### src/rtl/mix_round_pkg.sv
package mix_round_pkg;

  typedef enum logic [1:0] {
    PREC_COARSE = 2'd0,
    PREC_MED    = 2'd1,
    PREC_FINE   = 2'd2,
    PREC_FULL   = 2'd3
  } prec_e;

  localparam int PREC_N = 4;

endpackage

### src/rtl/mix_round_mask.sv
module mix_round_mask
  import mix_round_pkg::*;
#(
  parameter int OUT_W = 13,
  parameter int K0    = 8,
  parameter int K1    = 10,
  parameter int K2    = 12
) (
  input  prec_e              prec_i,
  output logic [OUT_W-1:0]   bias_o,
  output logic [OUT_W-1:0]   mask_o
);

  logic [OUT_W-1:0] bias_tab [PREC_N];
  logic [OUT_W-1:0] mask_tab [PREC_N];

  for (genvar c = 0; c < PREC_N; c++) begin : g_code
    localparam int KEEP = (c == 0) ? K0 : (c == 1) ? K1 : (c == 2) ? K2 : OUT_W;
    localparam int DROP = OUT_W - KEEP;
    assign mask_tab[c] = ~(OUT_W'((2 ** DROP) - 1));
    if (DROP == 0) begin : g_exact
      assign bias_tab[c] = '0;
    end else begin : g_half
      assign bias_tab[c] = OUT_W'(2 ** (DROP - 1));
    end
  end

  assign bias_o = bias_tab[prec_i];
  assign mask_o = mask_tab[prec_i];

endmodule

### src/rtl/mix_round_add.sv
module mix_round_add #(
  parameter int OUT_W  = 13,
  parameter int HEAD_W = 1,
  localparam int SUM_W = OUT_W + HEAD_W,
  localparam int RW    = SUM_W + 1
) (
  input  logic              clk_i,
  input  logic              rst_ni,
  input  logic              valid_i,
  input  logic [SUM_W-1:0]  sum_i,
  input  logic              sgn_i,
  input  logic [OUT_W-1:0]  bias_i,
  input  logic [OUT_W-1:0]  mask_i,
  output logic              vld_o,
  output logic              sgn_o,
  output logic [RW-1:0]     rnd_o,
  output logic [OUT_W-1:0]  mask_o
);

  logic [RW-1:0] ext;
  logic [RW-1:0] rnd_d;

  // one spare top bit keeps the carry of the increment
  assign ext   = sgn_i ? {sum_i[SUM_W-1], sum_i} : {1'b0, sum_i};
  assign rnd_d = ext + {{(RW-OUT_W){1'b0}}, bias_i};

  always_ff @(posedge clk_i or negedge rst_ni) begin
    if (!rst_ni) begin
      vld_o  <= 1'b0;
      sgn_o  <= 1'b0;
      rnd_o  <= '0;
      mask_o <= '1;
    end else begin
      vld_o <= valid_i;
      if (valid_i) begin
        sgn_o  <= sgn_i;
        rnd_o  <= rnd_d;
        mask_o <= mask_i;
      end
    end
  end

endmodule

### src/rtl/mix_round_sat.sv
module mix_round_sat #(
  parameter int OUT_W  = 13,
  parameter int HEAD_W = 1,
  localparam int RW    = OUT_W + HEAD_W + 1
) (
  input  logic              clk_i,
  input  logic              rst_ni,
  input  logic              vld_i,
  input  logic              sgn_i,
  input  logic [RW-1:0]     rnd_i,
  input  logic [OUT_W-1:0]  mask_i,
  output logic              vld_o,
  output logic [OUT_W-1:0]  data_o,
  output logic              ovf_o
);

  localparam logic [RW-1:0]    U_MAX = RW'((2 ** OUT_W) - 1);
  localparam logic [RW-1:0]    S_MAX = RW'((2 ** (OUT_W - 1)) - 1);
  localparam logic [RW-1:0]    S_MIN = RW'(-(2 ** (OUT_W - 1)));
  localparam logic [OUT_W-1:0] U_LIM = '1;
  localparam logic [OUT_W-1:0] S_HI  = {1'b0, {(OUT_W-1){1'b1}}};
  localparam logic [OUT_W-1:0] S_LO  = {1'b1, {(OUT_W-1){1'b0}}};

  logic             pos_ovf;
  logic             neg_ovf;
  logic [OUT_W-1:0] sel;
  logic [OUT_W-1:0] data_d;

  always_comb begin
    if (sgn_i) begin
      pos_ovf = $signed(rnd_i) > $signed(S_MAX);
      neg_ovf = $signed(rnd_i) < $signed(S_MIN);
    end else begin
      pos_ovf = rnd_i > U_MAX;
      neg_ovf = 1'b0;
    end
    if (pos_ovf)      sel = sgn_i ? S_HI : U_LIM;
    else if (neg_ovf) sel = S_LO;
    else              sel = rnd_i[OUT_W-1:0];
    // limits are masked too, so low bits stay clear
    data_d = sel & mask_i;
  end

  always_ff @(posedge clk_i or negedge rst_ni) begin
    if (!rst_ni) begin
      vld_o  <= 1'b0;
      data_o <= '0;
      ovf_o  <= 1'b0;
    end else begin
      vld_o <= vld_i;
      if (vld_i) begin
        data_o <= data_d;
        ovf_o  <= pos_ovf | neg_ovf;
      end
    end
  end

endmodule

### src/rtl/mix_out_rounder.sv
module mix_out_rounder
  import mix_round_pkg::*;
#(
  parameter int OUT_W  = 13,
  parameter int HEAD_W = 1,
  parameter int K0     = 8,
  parameter int K1     = 10,
  parameter int K2     = 12
) (
  input  logic                     clk_i,
  input  logic                     rst_ni,
  input  logic                     valid_i,
  input  logic [OUT_W+HEAD_W-1:0]  sum_i,
  input  logic [1:0]               prec_i,
  input  logic                     signed_i,
  input  logic                     oe_ni,
  output logic                     valid_o,
  output logic [OUT_W-1:0]         data_o,
  output logic                     ovf_o,
  output logic                     drive_o
);

  localparam int RW = OUT_W + HEAD_W + 1;

  logic [OUT_W-1:0] bias;
  logic [OUT_W-1:0] mask;
  logic             s1_vld;
  logic             s1_sgn;
  logic [RW-1:0]    s1_rnd;
  logic [OUT_W-1:0] s1_mask;
  logic             vld_q;
  logic [OUT_W-1:0] data_q;
  logic             ovf_q;

  mix_round_mask #(
    .OUT_W (OUT_W),
    .K0    (K0),
    .K1    (K1),
    .K2    (K2)
  ) u_mask (
    .prec_i (prec_e'(prec_i)),
    .bias_o (bias),
    .mask_o (mask)
  );

  mix_round_add #(
    .OUT_W  (OUT_W),
    .HEAD_W (HEAD_W)
  ) u_add (
    .clk_i   (clk_i),
    .rst_ni  (rst_ni),
    .valid_i (valid_i),
    .sum_i   (sum_i),
    .sgn_i   (signed_i),
    .bias_i  (bias),
    .mask_i  (mask),
    .vld_o   (s1_vld),
    .sgn_o   (s1_sgn),
    .rnd_o   (s1_rnd),
    .mask_o  (s1_mask)
  );

  mix_round_sat #(
    .OUT_W  (OUT_W),
    .HEAD_W (HEAD_W)
  ) u_sat (
    .clk_i  (clk_i),
    .rst_ni (rst_ni),
    .vld_i  (s1_vld),
    .sgn_i  (s1_sgn),
    .rnd_i  (s1_rnd),
    .mask_i (s1_mask),
    .vld_o  (vld_q),
    .data_o (data_q),
    .ovf_o  (ovf_q)
  );

  assign valid_o = vld_q;
  assign ovf_o   = ovf_q;
  assign drive_o = ~oe_ni;
  assign data_o  = oe_ni ? '0 : data_q;

endmodule

### config.mk
export PLATFORM = sky130hd
export DESIGN_NAME = mix_out_rounder
export DESIGN_NICKNAME = d
export VERILOG_FILES = /design/src/rtl/mix_round_pkg.sv /design/src/rtl/mix_round_mask.sv /design/src/rtl/mix_round_add.sv /design/src/rtl/mix_round_sat.sv /design/src/rtl/mix_out_rounder.sv
export SDC_FILE = /design/constraint.sdc
export NUM_CORES = 1
export LEC_CHECK = 0
export ABC_AREA = 1
export BUFFER_PORTS_ARGS = -buffer_cell sky130_fd_sc_hd__buf_2
export CAP_MARGIN = 20
export CORE_MARGIN = 3
export CORE_UTILIZATION = 60
export CTS_BUF_LIST = sky130_fd_sc_hd__clkbuf_4
export CTS_CLUSTER_DIAMETER = 120
export CTS_CLUSTER_SIZE = 20
export DETAILED_ROUTE_END_ITERATION = 8
export GPL_TIMING_DRIVEN = 0
export MAX_ROUTING_LAYER = met4
export PLACE_DENSITY = 0.82
export SYNTH_ARGS = -nofsm -noshare
export SYNTH_HDL_FRONTEND = slang
export SYNTH_HIERARCHICAL = 1
export SYNTH_SLANG_ARGS = --single-unit
### constraint.sdc
create_clock -name clk_i -period 2.5 [get_ports clk_i]
set_clock_uncertainty 0.1 [all_clocks]
set_input_delay 0.25 -clock clk_i [delete_from_list [all_inputs] [get_ports clk_i]]
set_output_delay 0.25 -clock clk_i [all_outputs]
set_load 0.02 [all_outputs]
; ---- Word-level counts from Yosys, hierarchy flattened
; Index checks and enable logic that the tools add are counted.
[totals]
word_cells = 29
inputBits = 21
out_inout_bits = 16
register_bits = 45
[op_classes]
order_cmp = 4
add_sub_neg = 1
muxes = 13
n_bitwise = 4
[op_table]
columns = op, n
row1 = two-way mux 13 bit, 8
row2 = binary-select mux 13 bit (select 2 bit), 2
row3 = "> comparator 15 x 13 -> 1 bit, second input constant", 2
row4 = adder 15 x 13 -> 15 bit, 1
row5 = "less-than comparator 15 x 13 -> 1 bit, second input constant", 1
row6 = two-way mux 15 bit, 1
row7 = AND 13 bit, 1
row8 = ">= comparator 3 bit, second input constant", 1
row9 = inverter 2 -> 3 bit, 1
row10 = two-way mux 1 bit, 2
row11 = inverter 1 bit, 1
row12 = bitwise OR 1 bit, 1

; ---- Logic depth before layout (Yosys ltp)
; Gate-level depths: netlist (run 1).
[logic_depth]
word_depth = 5
mapped_depth = 13
ltp_nobuf = 13

; ---- By module
; Netlist (run 1), hierarchy kept.
[modules_own_cells]
columns = module, area_per_inst_um2, seq_area_each_um2, instances, cells_per_inst
row1 = mix_round_add, 1961.9, 767.0, 1, 282
row2 = mix_round_sat, 943.4, 375.4, 1, 144
row3 = mix_round_mask, 195.2, 0.0, 1, 31
row4 = mix_out_rounder, 112.6, 0.0, 1, 28

; ---- Worst setup path before layout (run 1)
; Ideal clock, no wire load.
[synth_timing]
path_kind = input-to-reg
start = input prec_i[1]
end = register u_add.rnd_o[10]
setup_time_ns = 0.117
required_ns = 2.283
arrival_time_ns = 1.456
path_stages = 12
path_slack_ns = 0.827
path_buffers = 0
cell_sequence = inv_1 nor2_1 ha_1 fa_1 nand2_1 nand2_1 nand3_1 nand2_2 nand2_1 nand3b_1 nand3_1 nand2_1
[synth_via]
elab_chain_len = 5
[synth_rtl]
columns = element, line
row1 = "start, declared", mix_out_rounder.sv:14  ; input logic [1:0] prec_i,
row2 = inverter 2 -> 3 bit (not written as such), mix_round_mask.sv:28  ; assign bias_o = bias_tab[prec_i];
row3 = binary-select mux 13 bit (select 2 bit), mix_round_mask.sv:28
row4 = two-way mux 13 bit (not written as such) (2 in a row), mix_round_mask.sv:28
row5 = via bias[0], mix_out_rounder.sv:25  ; logic [OUT_W-1:0] bias;
row6 = adder 15 x 13 -> 15 bit, mix_round_add.sv:25  ; assign rnd_d = ext + {{(RW-OUT_W){1'b0}}, bias_i};
row7 = "end signal, assigned", mix_round_add.sv:37  ; rnd_o <= rnd_d;
row8 = "end, declared", mix_round_add.sv:16  ; output logic [RW-1:0] rnd_o,
; The timed path passes the listed nets, and every way through them passes these cells. The select of a mux whose other input is x is not followed.
; A chain may end at the register's enable or synchronous reset.

; ---- Final worst setup path (run 1)
[layout_timing]
start = input prec_i[1]
end = register u_add.rnd_o[12]
; Same word-level chain as after synthesis.

==> impl_metrics.csv, run 1 <==
group,metric,value,unit
grt,grt_max_degree,46,
placement,port_buffers,36,
layout,antennaDiodeCount,0,
timing,layout_min_cycle_time,1.65,ns
synthesis,yosys.area.top_type,"dfrtp_1",
placement,placed_cell_area,3540,um2
power_and_ir_drop,clockPowerShare,22.5,%
synthesis,synthFlopType,"dfrtp_1",
layout,final_cell_area,3640,um2
power_and_ir_drop,p_leak,2.20,nW
worst_setup_path,arrival,1.79,ns
floorplanning,initial_utilization,62.5,%
synthesis,synth_edf_count,0,
clocking,clk_pin_slew,0.11,ns
worst_setup_path,crit_type,"in2reg",
timing,setup_viol,0,
route,drc_errors,0,
timing,worst_slack,0.851,ns
synthesis,syn_area_per_cell,6.62,um2
layout,drive_gt1_share,19.2,%
grt,overflow,0,
route,dr.pass1.iters,6,
layout,layout_commonest_cell,"nand2_1",
synthesis,synth.distinct_cells,28,
clocking,clock_latency,0.35,ns
layout,layout_common_cells,"nand2_1, inv_1, buf_2",
timing,fmax,606,MHz
worst_setup_path,rr_startpoint,"u_add/rnd_o[13]",
timing,hold_viol_final,0,
timing,whs,0.0163,ns
worst_setup_path,timing.rr.end,"u_sat/data_o[1]",
route,vias,2844,
clocking,cts_max_level,2,
route,vias_per_cell,4.61,
route,drtIter0Drc,132,
grt,grt_usage,22.4,%
worst_setup_path,start_kind,"primary input",
synthesis,synthArstFlopShare,100,%
power_and_ir_drop,power_switching,632,uW
hold_path,hp-class,"in2reg",
hold_path,hold_start,"signed_i",
layout,nNetsFinal,581,
route,routed_wl,6.14,mm
timing,period_share,66.0,%
route,wire_per_inst,9.96,um
floorplanning,die_x,79.2,um
timing,tightest_slew,0.941,ns
power_and_ir_drop,ir_drop,0.000310,V
timing,max_slew_margin,37.3,%
timing,tns,0,ns
power_and_ir_drop,swShare,32.9,%
worst_setup_path,crit_start,"prec_i[1]",
hold_path,hold_path_end,"u_add/sgn_o",
synthesis,yosys_warnings,6,
power_and_ir_drop,p_int,1.29,mW
power_and_ir_drop,seqPwrFrac,47.5,%
synthesis,synth_seq_cells,45,
clocking,hold_buffers,2,
floorplanning,rows,26,
worst_setup_path,worstPathRequired,2.64,ns
power_and_ir_drop,comb_power_share,30.0,%
worst_setup_path,worst-r2r-setup-slack,0.88,ns
clocking,cts_tree,"built",
synthesis,synth.cell_area,3210,um2
synthesis,seq_area_frac_synth,35.6,%
route,postRouteAntennaNets,0,
status,outcome,"completed",
worst_setup_path,ff2ff_path_depth,11,
synthesis,syn_inst,485,
placement,hpwlAfterDp,4.99,mm
floorplanning,dieArea,6270,um2
power_and_ir_drop,powerDensity,529,nW/um2
placement,routabilityCongestion,0.869,
clocking,clockBufferDepth,2,
power_and_ir_drop,power.total,1.92,mW
hold_path,holdPathStages,3,
clocking,cts_root_buffer,"clkbuf_4",
grt,grt_pass1_wl,11.0,mm
clocking,cts_buffers,5,
placement,preCtsSetupSlack,0.475,ns
layout,syn_to_final_growth,13.3,%
clocking,clock-sinks,45,
floorplanning,ios,37,
timing,rsz0062_at_grt,"false",
floorplanning,die_h,79.2,um
job,maxCapViolCount,0,
floorplanning,core-area,5140,um2
synthesis,synthTopCellsByArea,"dfrtp_1, nand2_1, dfstp_2",
worst_setup_path,crit_path_end_kind,"flip-flop",
clocking,cts_setup_buffers,0,
grt,antenna_found_initial,0,
timing,slew_viol_final,0,
synthesis,yosysTopAreaCellShare,24.9,%
worst_setup_path,critPathMaxFanout,6,
clocking,cts.repair.resized,0,
grt,grt_pass1_vias,2641,
critical path, stage by stage:
cell and delay [ns]:
buf_2 0.14, inv_1 0.08, nor2_1 0.04, ha_1 0.22, fa_1 0.41, nand3_1 0.10, nand3_1 0.14, nand3_1 0.15
nand4_1 0.10, nand3_1 0.11, nand2_1 0.05
worst max-delay path by stage:
stage,endpoint,slack (ns)
3_3_place_gp,u_add/rnd_o[12],0.49
3_5_place_dp,u_add/rnd_o[12],0.47
2_1_floorplan,u_add/rnd_o[10],0.83
5_1_grt,u_add/rnd_o[12],0.69
6_report,u_add/rnd_o[12],0.85
4_1_cts,u_add/rnd_o[12],0.84
final cells by class:
type | instances | area (um2)
plain buffers | 33 | 264
clock buffers | 6 | 45.0
fillers | 493 | 1500
clock inverters | 2 | 33.8
multi-input cells | 349 | 1590
inverters | 74 | 278
repair buffers | 38 | 200
flip-flops and latches | 45 | 1140
well taps | 70 | 87.6
synthesized netlist by cell type (2+ instances only):
cell	instances
nand2_1	212
inv_1	68
nand3_1	34
dfrtp_1	32
nor2_1	31
buf_4	21
dfstp_2	13
ha_1	13
a21oi_1	7
inv_2	6
buf_6	5
nand2_2	5
nand4_1	5
nor2_2	5
o21ai_1	5
xnor2_1	5
buf_2	2
clkbuf_1	2
clkbuf_8	2
conb_1	2
nand3b_1	2
o21ai_0	2
power groups by stage:
stage               logic (mW)  registers [mW]  clock network, mW
floorplan                0.436           0.912                  0
global placement         0.559           0.924                  0
detailed placement       0.569           0.927                  0
CTS                      0.574           0.914              0.447
global route             0.661           0.931              0.478
finish                   0.576           0.915              0.433
layer usage:
| layer | vias up | wire length, um | global-route usage, % |
|---|---|---|---|
| met3 | 9 | 219 | 2.95 |
| met4 | 0 | 78 | 8.08 |
| li1 | 1530 | - | - |
| met1 | 1246 | 2670 | 24.7 |
| met2 | 59 | 3180 | 41.1 |
| met5 | - | 0 | - |
cell families (layout without fill, tap and decap cells):
kind of cell,Yosys count,in the layout,share of synthesized area [%]
AO/OA/AOI/OAI,15,15,2.41
buffers and inverters,107,153,16.9
other,2,18,0.234
adder cells (fa/ha/maj),14,14,5.69
AND/OR/NAND/NOR,296,296,37.6
flip-flops,45,45,35.6
XOR/XNOR,6,6,1.64
registers in the layout, summed over array words and instances (netlist names):
| signal | cells |
|---|---|
| u_add/mask_o | 13 |
| u_add/rnd_o | 15 |
| u_add/sgn_o | 1 |
| u_sat/ovf_o | 1 |
| u_sat/data_o | 13 |
| u_sat/vld_o | 1 |
| u_add/vld_o | 1 |
per-stage QoR:
stage / instances / util [%]
after floorplan: 501 / -
after CTS: 617 / 70.8
after global placement: 607 / 68.9
final: 617 / 70.8
after global routing: 617 / 70.8
after detailed placement: 607 / 68.9
(Power assumes the default switching activity.)
==> run 2: changes to the inputs <==
--- a/config.mk
+++ b/config.mk
@@ -5,7 +5,7 @@
 export SDC_FILE = /design/constraint.sdc
 export NUM_CORES = 1
 export LEC_CHECK = 0
-export ABC_AREA = 1
+export ABC_AREA = 0
 export BUFFER_PORTS_ARGS = -buffer_cell sky130_fd_sc_hd__buf_2
 export CAP_MARGIN = 20
 export CORE_MARGIN = 3
==> constraint.sdc (replaced) <==
create_clock -name clk_i -period 1.6 [get_ports clk_i]
set_clock_uncertainty 0.1 [all_clocks]
set_input_delay 0.16 -clock clk_i [delete_from_list [all_inputs] [get_ports clk_i]]
set_output_delay 0.16 -clock clk_i [all_outputs]
set_load 0.02 [all_outputs]
==> run 2 against run 1 <==
Effect of this change:
- the run now ends with negative setup slack left
- utilization rose by 7.7 points
- combinational power rose by 75%
- synthesized cell count fell by 40%
- power rose by 57%
- synthesized area fell by 9.6%
- hold slack improved by 0.070 ns
- largest power group unchanged
- count of clock-buffer cells in the layout did not move
- sequential power rose by 63%
==> impl_metrics.csv, run 2 <==
group,metric,value,unit
route,vias_per_cell,5.60,
power_and_ir_drop,powerDensity,856,nW/um2
placement,placed_cell_area,3230,um2
grt,overflow,0,
worst_setup_path,worstPathRequired,1.74,ns
worst_setup_path,critPathMaxFanout,3,
hold_path,holdPathStages,3,
layout,nNetsFinal,402,
placement,routabilityCongestion,0.893,
synthesis,synth_most_common_cell,"dfrtp_1",
layout,syn_to_final_growth,21.7,%
floorplanning,initial_utilization,64.5,%
synthesis,synth.distinct_cells,58,
layout,largest_registers,"u_add/rnd_o (15), u_add/mask_o (13), u_sat/data_o (13)",
synthesis,synthTopCellsByArea,"dfrtp_1, dfstp_2, mux2_2",
status,failed_checks,"negative setup slack",
synthesis,syn_area_per_cell,9.92,um2
worst_setup_path,crit_type,"in2reg",
route,drtIter0Drc,172,
layout,layout_commonest_cell,"buf_2",
route,routed_wl,6.17,mm
clocking,clockBufferDepth,2,
worst_setup_path,worst-r2r-setup-slack,0.23,ns
power_and_ir_drop,power.total,3.03,mW
synthesis,synth_seq_cells,45,
power_and_ir_drop,ir_drop,0.000450,V
timing,slew_viol_final,0,
floorplanning,rows,24,
clocking,clock-sinks,45,
synthesis,synthFlopType,"dfrtp_1",
synthesis,seq_area_frac_synth,39.3,%
floorplanning,core-area,4500,um2
grt,antenna_found_initial,0,
clocking,clk_pin_slew,0.12,ns
synthesis,synthArstFlopShare,100,%
timing,layout_min_cycle_time,1.87,ns
status,outcome,"finished with violations",
synthesis,synth.cell_area,2910,um2
placement,port_buffers,36,
power_and_ir_drop,p_leak,1.63,nW
synthesis,yosysTopAreaCellShare,27.6,%
clocking,cts_tree,"built",
layout,n_fill_cell,303,
timing,max_slew_margin,36.5,%
timing,period_share,117,%
placement,dp_cells,397,
grt,grt_usage,24.9,%
worst_setup_path,start_kind,"primary input",
synthesis,synth_common_cells,"dfrtp_1, nand3_1, buf_4, mux2_2, a21oi_1",
timing,tns,-0.960,ns
layout,drive_gt1_share,41.6,%
route,dr.pass1.iters,4,
timing,hold_viol_final,0,
layout,antennaDiodeCount,0,
hold_path,hp-class,"in2reg",
synthesis,yosys.area.top_type,"dfrtp_1",
layout,largest_register_ffs,15,
synthesis,syn_inst,293,
floorplanning,die_h,75.6,um
route,drc_errors,0,
timing,worst_slack,-0.274,ns
timing,tightest_slew,0.953,ns
route,wire_per_inst,14.7,um
synthesis,synth_edf_count,0,
worst_setup_path,arrival,2.01,ns
clocking,clock_latency,0.35,ns
floorplanning,die_x,75.6,um
layout,fin_cells,420,
floorplanning,dieArea,5710,um2
timing,fmax,534,MHz
route,vias,2350,
grt,grt_max_degree,46,
route,postRouteAntennaNets,0,
job,maxCapViolCount,0,
clocking,cts_max_level,2,
layout,final_cell_area,3540,um2
worst_setup_path,crit_path_end_kind,"flip-flop",
layout,top_register,"u_add/rnd_o",
timing,setup_viol,5,
grt,grt_pass1_vias,2270,
placement,hpwlAfterDp,4.40,mm
grt,grt_pass1_wl,10.7,mm
clocking,cts_buffers,5,
worst_setup_path,ff2ff_path_depth,4,
layout,layout_common_cells,"buf_2, buf_4, dfrtp_1",
synthesis,yosys_warnings,6,
timing,rsz0062_at_grt,"true",
clocking,cts_root_buffer,"clkbuf_4",
timing,whs,0.0866,ns
floorplanning,ios,37,
-- run 2: cell types whose count changed in the layout (fill, tap and decap cells not counted), sizes merged, moves of 5 or more --
cell     change
nor2        -23
nand2b      +12
nand3        -7
a211oi       +5
o2111ai     +12
inv         -67
buf         +16
mux2        +21
a21oi        +8
nor2b       +14
nand2      -204
-- run 2: worst paths after layout --
check	end	startpoint
setup / recovery	u_add/rnd_o[6]	prec_i[1]
hold / removal	u_add/rnd_o[0]	sum_i[0]
setup reg to reg	u_sat/data_o[1]	u_add/rnd_o[12]
hold reg to reg	u_sat/vld_o	u_add/vld_o
max in group asynchronous	u_add/rnd_o[10]	rst_ni
min in group asynchronous	u_sat/data_o[6]	rst_ni
-- run 2: critical path, cell delays in order --
cell and delay, ns:
buf_8 0.10, nor2b_4 0.12, ha_4 0.15, fa_2 0.37, a211oi_4 0.29, buf_4 0.17
o21bai_1 0.07, a211oi_2 0.26, a21oi_2 0.07, mux2_4 0.26
-- run 2: power breakdown --
part / switching, mW / internal, mW
Sequential: 0.138 / 1.36
Combinational: 0.520 / 0.491
Clock: 0.338 / 0.185
Total: 0.996 / 2.03
-- run 2: metal layers --
layer  global-route usage, %  share of wire (%)  vias to the layer above
met5                       -                  0                        -
met4                    6.80                1.6                        0
met3                    2.90                3.5                       11
met2                    43.0                 49                       63
met1                    30.8                 45                     1100
li1                        -                  -                     1176
-- run 2: cells by family after synthesis --
group	synth area share [%]
other cells	0.258
xor+xnor	1.51
compound gates	15.4
mux	8.27
simple gates	20.2
flops	39.3
fa+ha+maj	6.29
buf+inv	8.70
-- run 2: layout make-up --
cell class                      instances  area [um2]  share of cell area [%]
Buffer                                 33         226                    6.40
Clock buffer                            6        45.0                    1.27
Clock inverter                          2        10.0                   0.283
Inverter                                7        26.3                   0.743
Multi-Input combinational cell        224        1700                    48.2
Sequential cell                        45        1140                    32.3
Tap cell                               52        65.1                    1.84
Timing Repair Buffer                   51         317                    8.95
-- run 2: repair_timing --
item / 4_1_cts / 5_1_grt
gates resized for setup: 10 / 14
pin swaps: 8 / 16
setup buffers: 8 / 4
endpoints found under the setup margin: 6 / 11
endpoints found under the hold margin: 34 / 0
hold buffers: 3 / 0
-- run 2: stage by stage --
stage | util [%] | worst slack, ns
after floorplan | - | -0.394
after global placement | 71.8 | -0.696
after detailed placement | 71.8 | -0.723
after CTS | 76.4 | -0.289
after global routing | 78.5 | -0.307
final | 78.5 | -0.274
==> run 3: changes to the inputs <==
--- a/config.mk
+++ b/config.mk
@@ -8,15 +8,17 @@
 export ABC_AREA = 0
 export BUFFER_PORTS_ARGS = -buffer_cell sky130_fd_sc_hd__buf_2
 export CAP_MARGIN = 20
+export CELL_PAD_IN_SITES_DETAIL_PLACEMENT = 0
+export CELL_PAD_IN_SITES_GLOBAL_PLACEMENT = 1
 export CORE_MARGIN = 3
-export CORE_UTILIZATION = 60
+export CORE_UTILIZATION = 47
 export CTS_BUF_LIST = sky130_fd_sc_hd__clkbuf_4
 export CTS_CLUSTER_DIAMETER = 120
 export CTS_CLUSTER_SIZE = 20
 export DETAILED_ROUTE_END_ITERATION = 8
 export GPL_TIMING_DRIVEN = 0
 export MAX_ROUTING_LAYER = met4
-export PLACE_DENSITY = 0.82
+export PLACE_DENSITY_LB_ADDON = 0.1
 export SYNTH_ARGS = -nofsm -noshare
 export SYNTH_HDL_FRONTEND = slang
 export SYNTH_HIERARCHICAL = 1
==> run 3 against run 2 <==
Effect of this change:
- the flow still finishes with violations (negative setup slack)
- cell count rose by 3.8%
- sequential share of layout area is 0.44 points higher
- first-iteration DRC count is 66% lower
- critical path type unchanged
==> impl_metrics.csv, run 3 (synthesis results as in run 2) <==
group,metric,value,unit
layout,layout_commonest_cell,"buf_2",
timing,tns,-0.786,ns
layout,multi_input_area,1680,um2
power_and_ir_drop,clockPowerShare,18.0,%
timing,setup_viol,5,
worst_setup_path,arrival,1.94,ns
clocking,cts_max_level,2,
hold_path,hold_path_end,"u_add/rnd_o[13]",
worst_setup_path,critPathBufInv,2,
layout,drive_gt1_share,38.8,%
route,wire_per_inst,13.4,um
clocking,cts_buffers,5,
hold_path,hold_start,"sum_i[13]",
layout,n_fill_cell,580,
status,failed_checks,"negative setup slack",
layout,layout_common_cells,"buf_2, dfrtp_1, nand3_1",
status,outcome,"finished with violations",
worst_setup_path,worst-r2r-setup-slack,0.23,ns
grt,antenna_found_initial,0,
timing,layout_min_cycle_time,1.80,ns
worst_setup_path,ff2ff_path_depth,4,
timing,tightest_slew,0.949,ns
layout,largest_registers,"u_add/rnd_o (15), u_add/mask_o (13), u_sat/data_o (13)",
route,vias_per_cell,5.26,
grt,grt_usage,18.2,%
worst_setup_path,rr_startpoint,"u_add/rnd_o[12]",
worst_setup_path,timing.rr.end,"u_sat/data_o[3]",
placement,preCtsSetupSlack,-0.740,ns
worst_setup_path,crit_type,"in2reg",
clocking,clk_pin_slew,0.13,ns
hold_path,hp-class,"in2reg",
power_and_ir_drop,ir_drop,0.000408,V
job,maxCapViolCount,0,
floorplanning,initial_utilization,48.8,%
timing,worst_slack,-0.198,ns
power_and_ir_drop,p_int,2.03,mW
route,drc_errors,0,
power_and_ir_drop,powerDensity,857,nW/um2
timing,period_share,112,%
floorplanning,die_h,84.6,um
worst_setup_path,cpPeakStageDelay,0.36,ns
floorplanning,dieArea,7160,um2
power_and_ir_drop,swShare,32.2,%
route,dr.pass1.iters,4,
placement,routabilityCongestion,0.848,
placement,hpwlAfterDp,4.43,mm
grt,grt_max_degree,46,
grt,overflow,0,
floorplanning,die_x,84.6,um
worst_setup_path,path_delay_family,"simple AND/OR/NAND/NOR gates",
timing,fmax,556,MHz
worst_setup_path,path_cells,"buf_8 -> nor2b_4 -> ha_4 -> fa_2 -> a211oi_4 -> o21ai_4 -> buf_6 -> nand4_1 -> o2bb2ai_1 -> or3b_1",
layout,syn_to_final_growth,20.1,%
clocking,cts_root_buffer,"clkbuf_4",
worst_setup_path,critPathMaxFanout,4,
clocking,clockBufferDepth,2,
clocking,clock_latency,0.35,ns
timing,hold_viol_final,0,
power_and_ir_drop,power_switching,964,uW
timing,max_slew_margin,36.7,%
worst_setup_path,start_kind,"primary input",
layout,regArea,1140,um2
clocking,clock-sinks,45,
route,drtIter0Drc,59,
floorplanning,ios,37,
grt,grt_pass1_vias,2228,
worst_setup_path,worstPathRequired,1.74,ns
timing,slew_viol_final,0,
layout,nNetsFinal,395,
grt,grt_pass1_wl,10.3,mm
power_and_ir_drop,comb_power_share,32.3,%
worst_setup_path,cp.depth,10,
route,vias,2292,
layout,antennaDiodeCount,0,
timing,rsz0062_at_grt,"true",
worst_setup_path,crit_path_end_kind,"flip-flop",
route,routed_wl,5.85,mm
power_and_ir_drop,p_leak,1.59,nW
worst_setup_path,slowest_stage,"fa_2",
clocking,cts_tree,"built",
hold_path,holdPathStages,3,
power_and_ir_drop,seqPwrFrac,49.7,%
floorplanning,rows,28,
floorplanning,core-area,5960,um2
layout,top_register,"u_add/rnd_o",
layout,largest_register_ffs,15,
route,postRouteAntennaNets,0,
placement,port_buffers,36,
-- run 3: cell count changes in the layout (fill, tap and decap cells not counted), sizes merged --
cell,delta
buf,-7
clkbuf,+1
clkinv,-1
-- run 3: area by class of cell --
type                    count  area share, %
clock buffers               7           1.51
well taps                  75           2.69
flip-flops and latches     45           32.7
plain buffers              33           6.49
multi-input cells         224           48.2
clock inverters             1          0.108
repair buffers             44           7.50
inverters                   7          0.753
-- run 3: worst reg2reg max path, delay by kind of cell (launching register included) --
family	cells	cell delay, ns
AOI/OAI and AO/OA	1	0.23
DFF	1	0.45
buffers and inverters	1	0.19
and+or+nand+nor	2	0.31
-- run 3: power by group through the flow --
stage	combinational [mW]	clock, mW	sequential (mW)
floorplan	0.682	0	1.47
global placement	0.880	0	1.50
detailed placement	0.886	0	1.51
CTS	0.933	0.559	1.49
global route	1.08	0.602	1.52
finish	0.965	0.539	1.49
-- run 3: what timing repair did --
action,in CTS,in global routing
pin swaps,10,9
hold buffers,3,0
gates resized for setup,9,7
setup buffers,4,1
cloned,0,0
hold endpoints to repair,34,0
setup endpoints to repair,6,9
-- run 3: worst max-delay path by stage --
stage	startpoint	endpoint	slack, ns
6_report	prec_i[1]	u_add/rnd_o[14]	-0.20
5_1_grt	prec_i[1]	u_add/rnd_o[14]	-0.25
4_1_cts	prec_i[1]	u_add/rnd_o[8]	-0.30
3_5_place_dp	prec_i[1]	u_add/rnd_o[8]	-0.74
3_3_place_gp	prec_i[1]	u_add/rnd_o[8]	-0.73
2_1_floorplan	prec_i[1]	u_add/rnd_o[8]	-0.39
-- run 3: through the flow --
stage / total power [mW] / hold slack, ns / area, um2 / utilization, % / instances
6_report: 2.99 / 0.0767 / 3490 / 58.6 / 436
5_1_grt: 3.20 / 0.0697 / 3490 / 58.6 / 436
4_1_cts: 2.98 / 0.0539 / 3440 / 57.7 / 435
3_5_place_dp: 2.39 / 0.194 / 3260 / 54.8 / 420
3_3_place_gp: 2.38 / 0.191 / 3260 / 54.8 / 420
2_1_floorplan: 2.15 / -0.236 / 2990 / - / 309
-- run 3: metal layers --
layer  share of wire [%]  global-route usage, %  up-vias
li1                    -                      -     1165
met5                   0                      -        -
met4                 2.0                   6.47        0
met3                 4.6                   3.14       13
met1                  47                   23.9     1050
met2                  46                   28.3       64
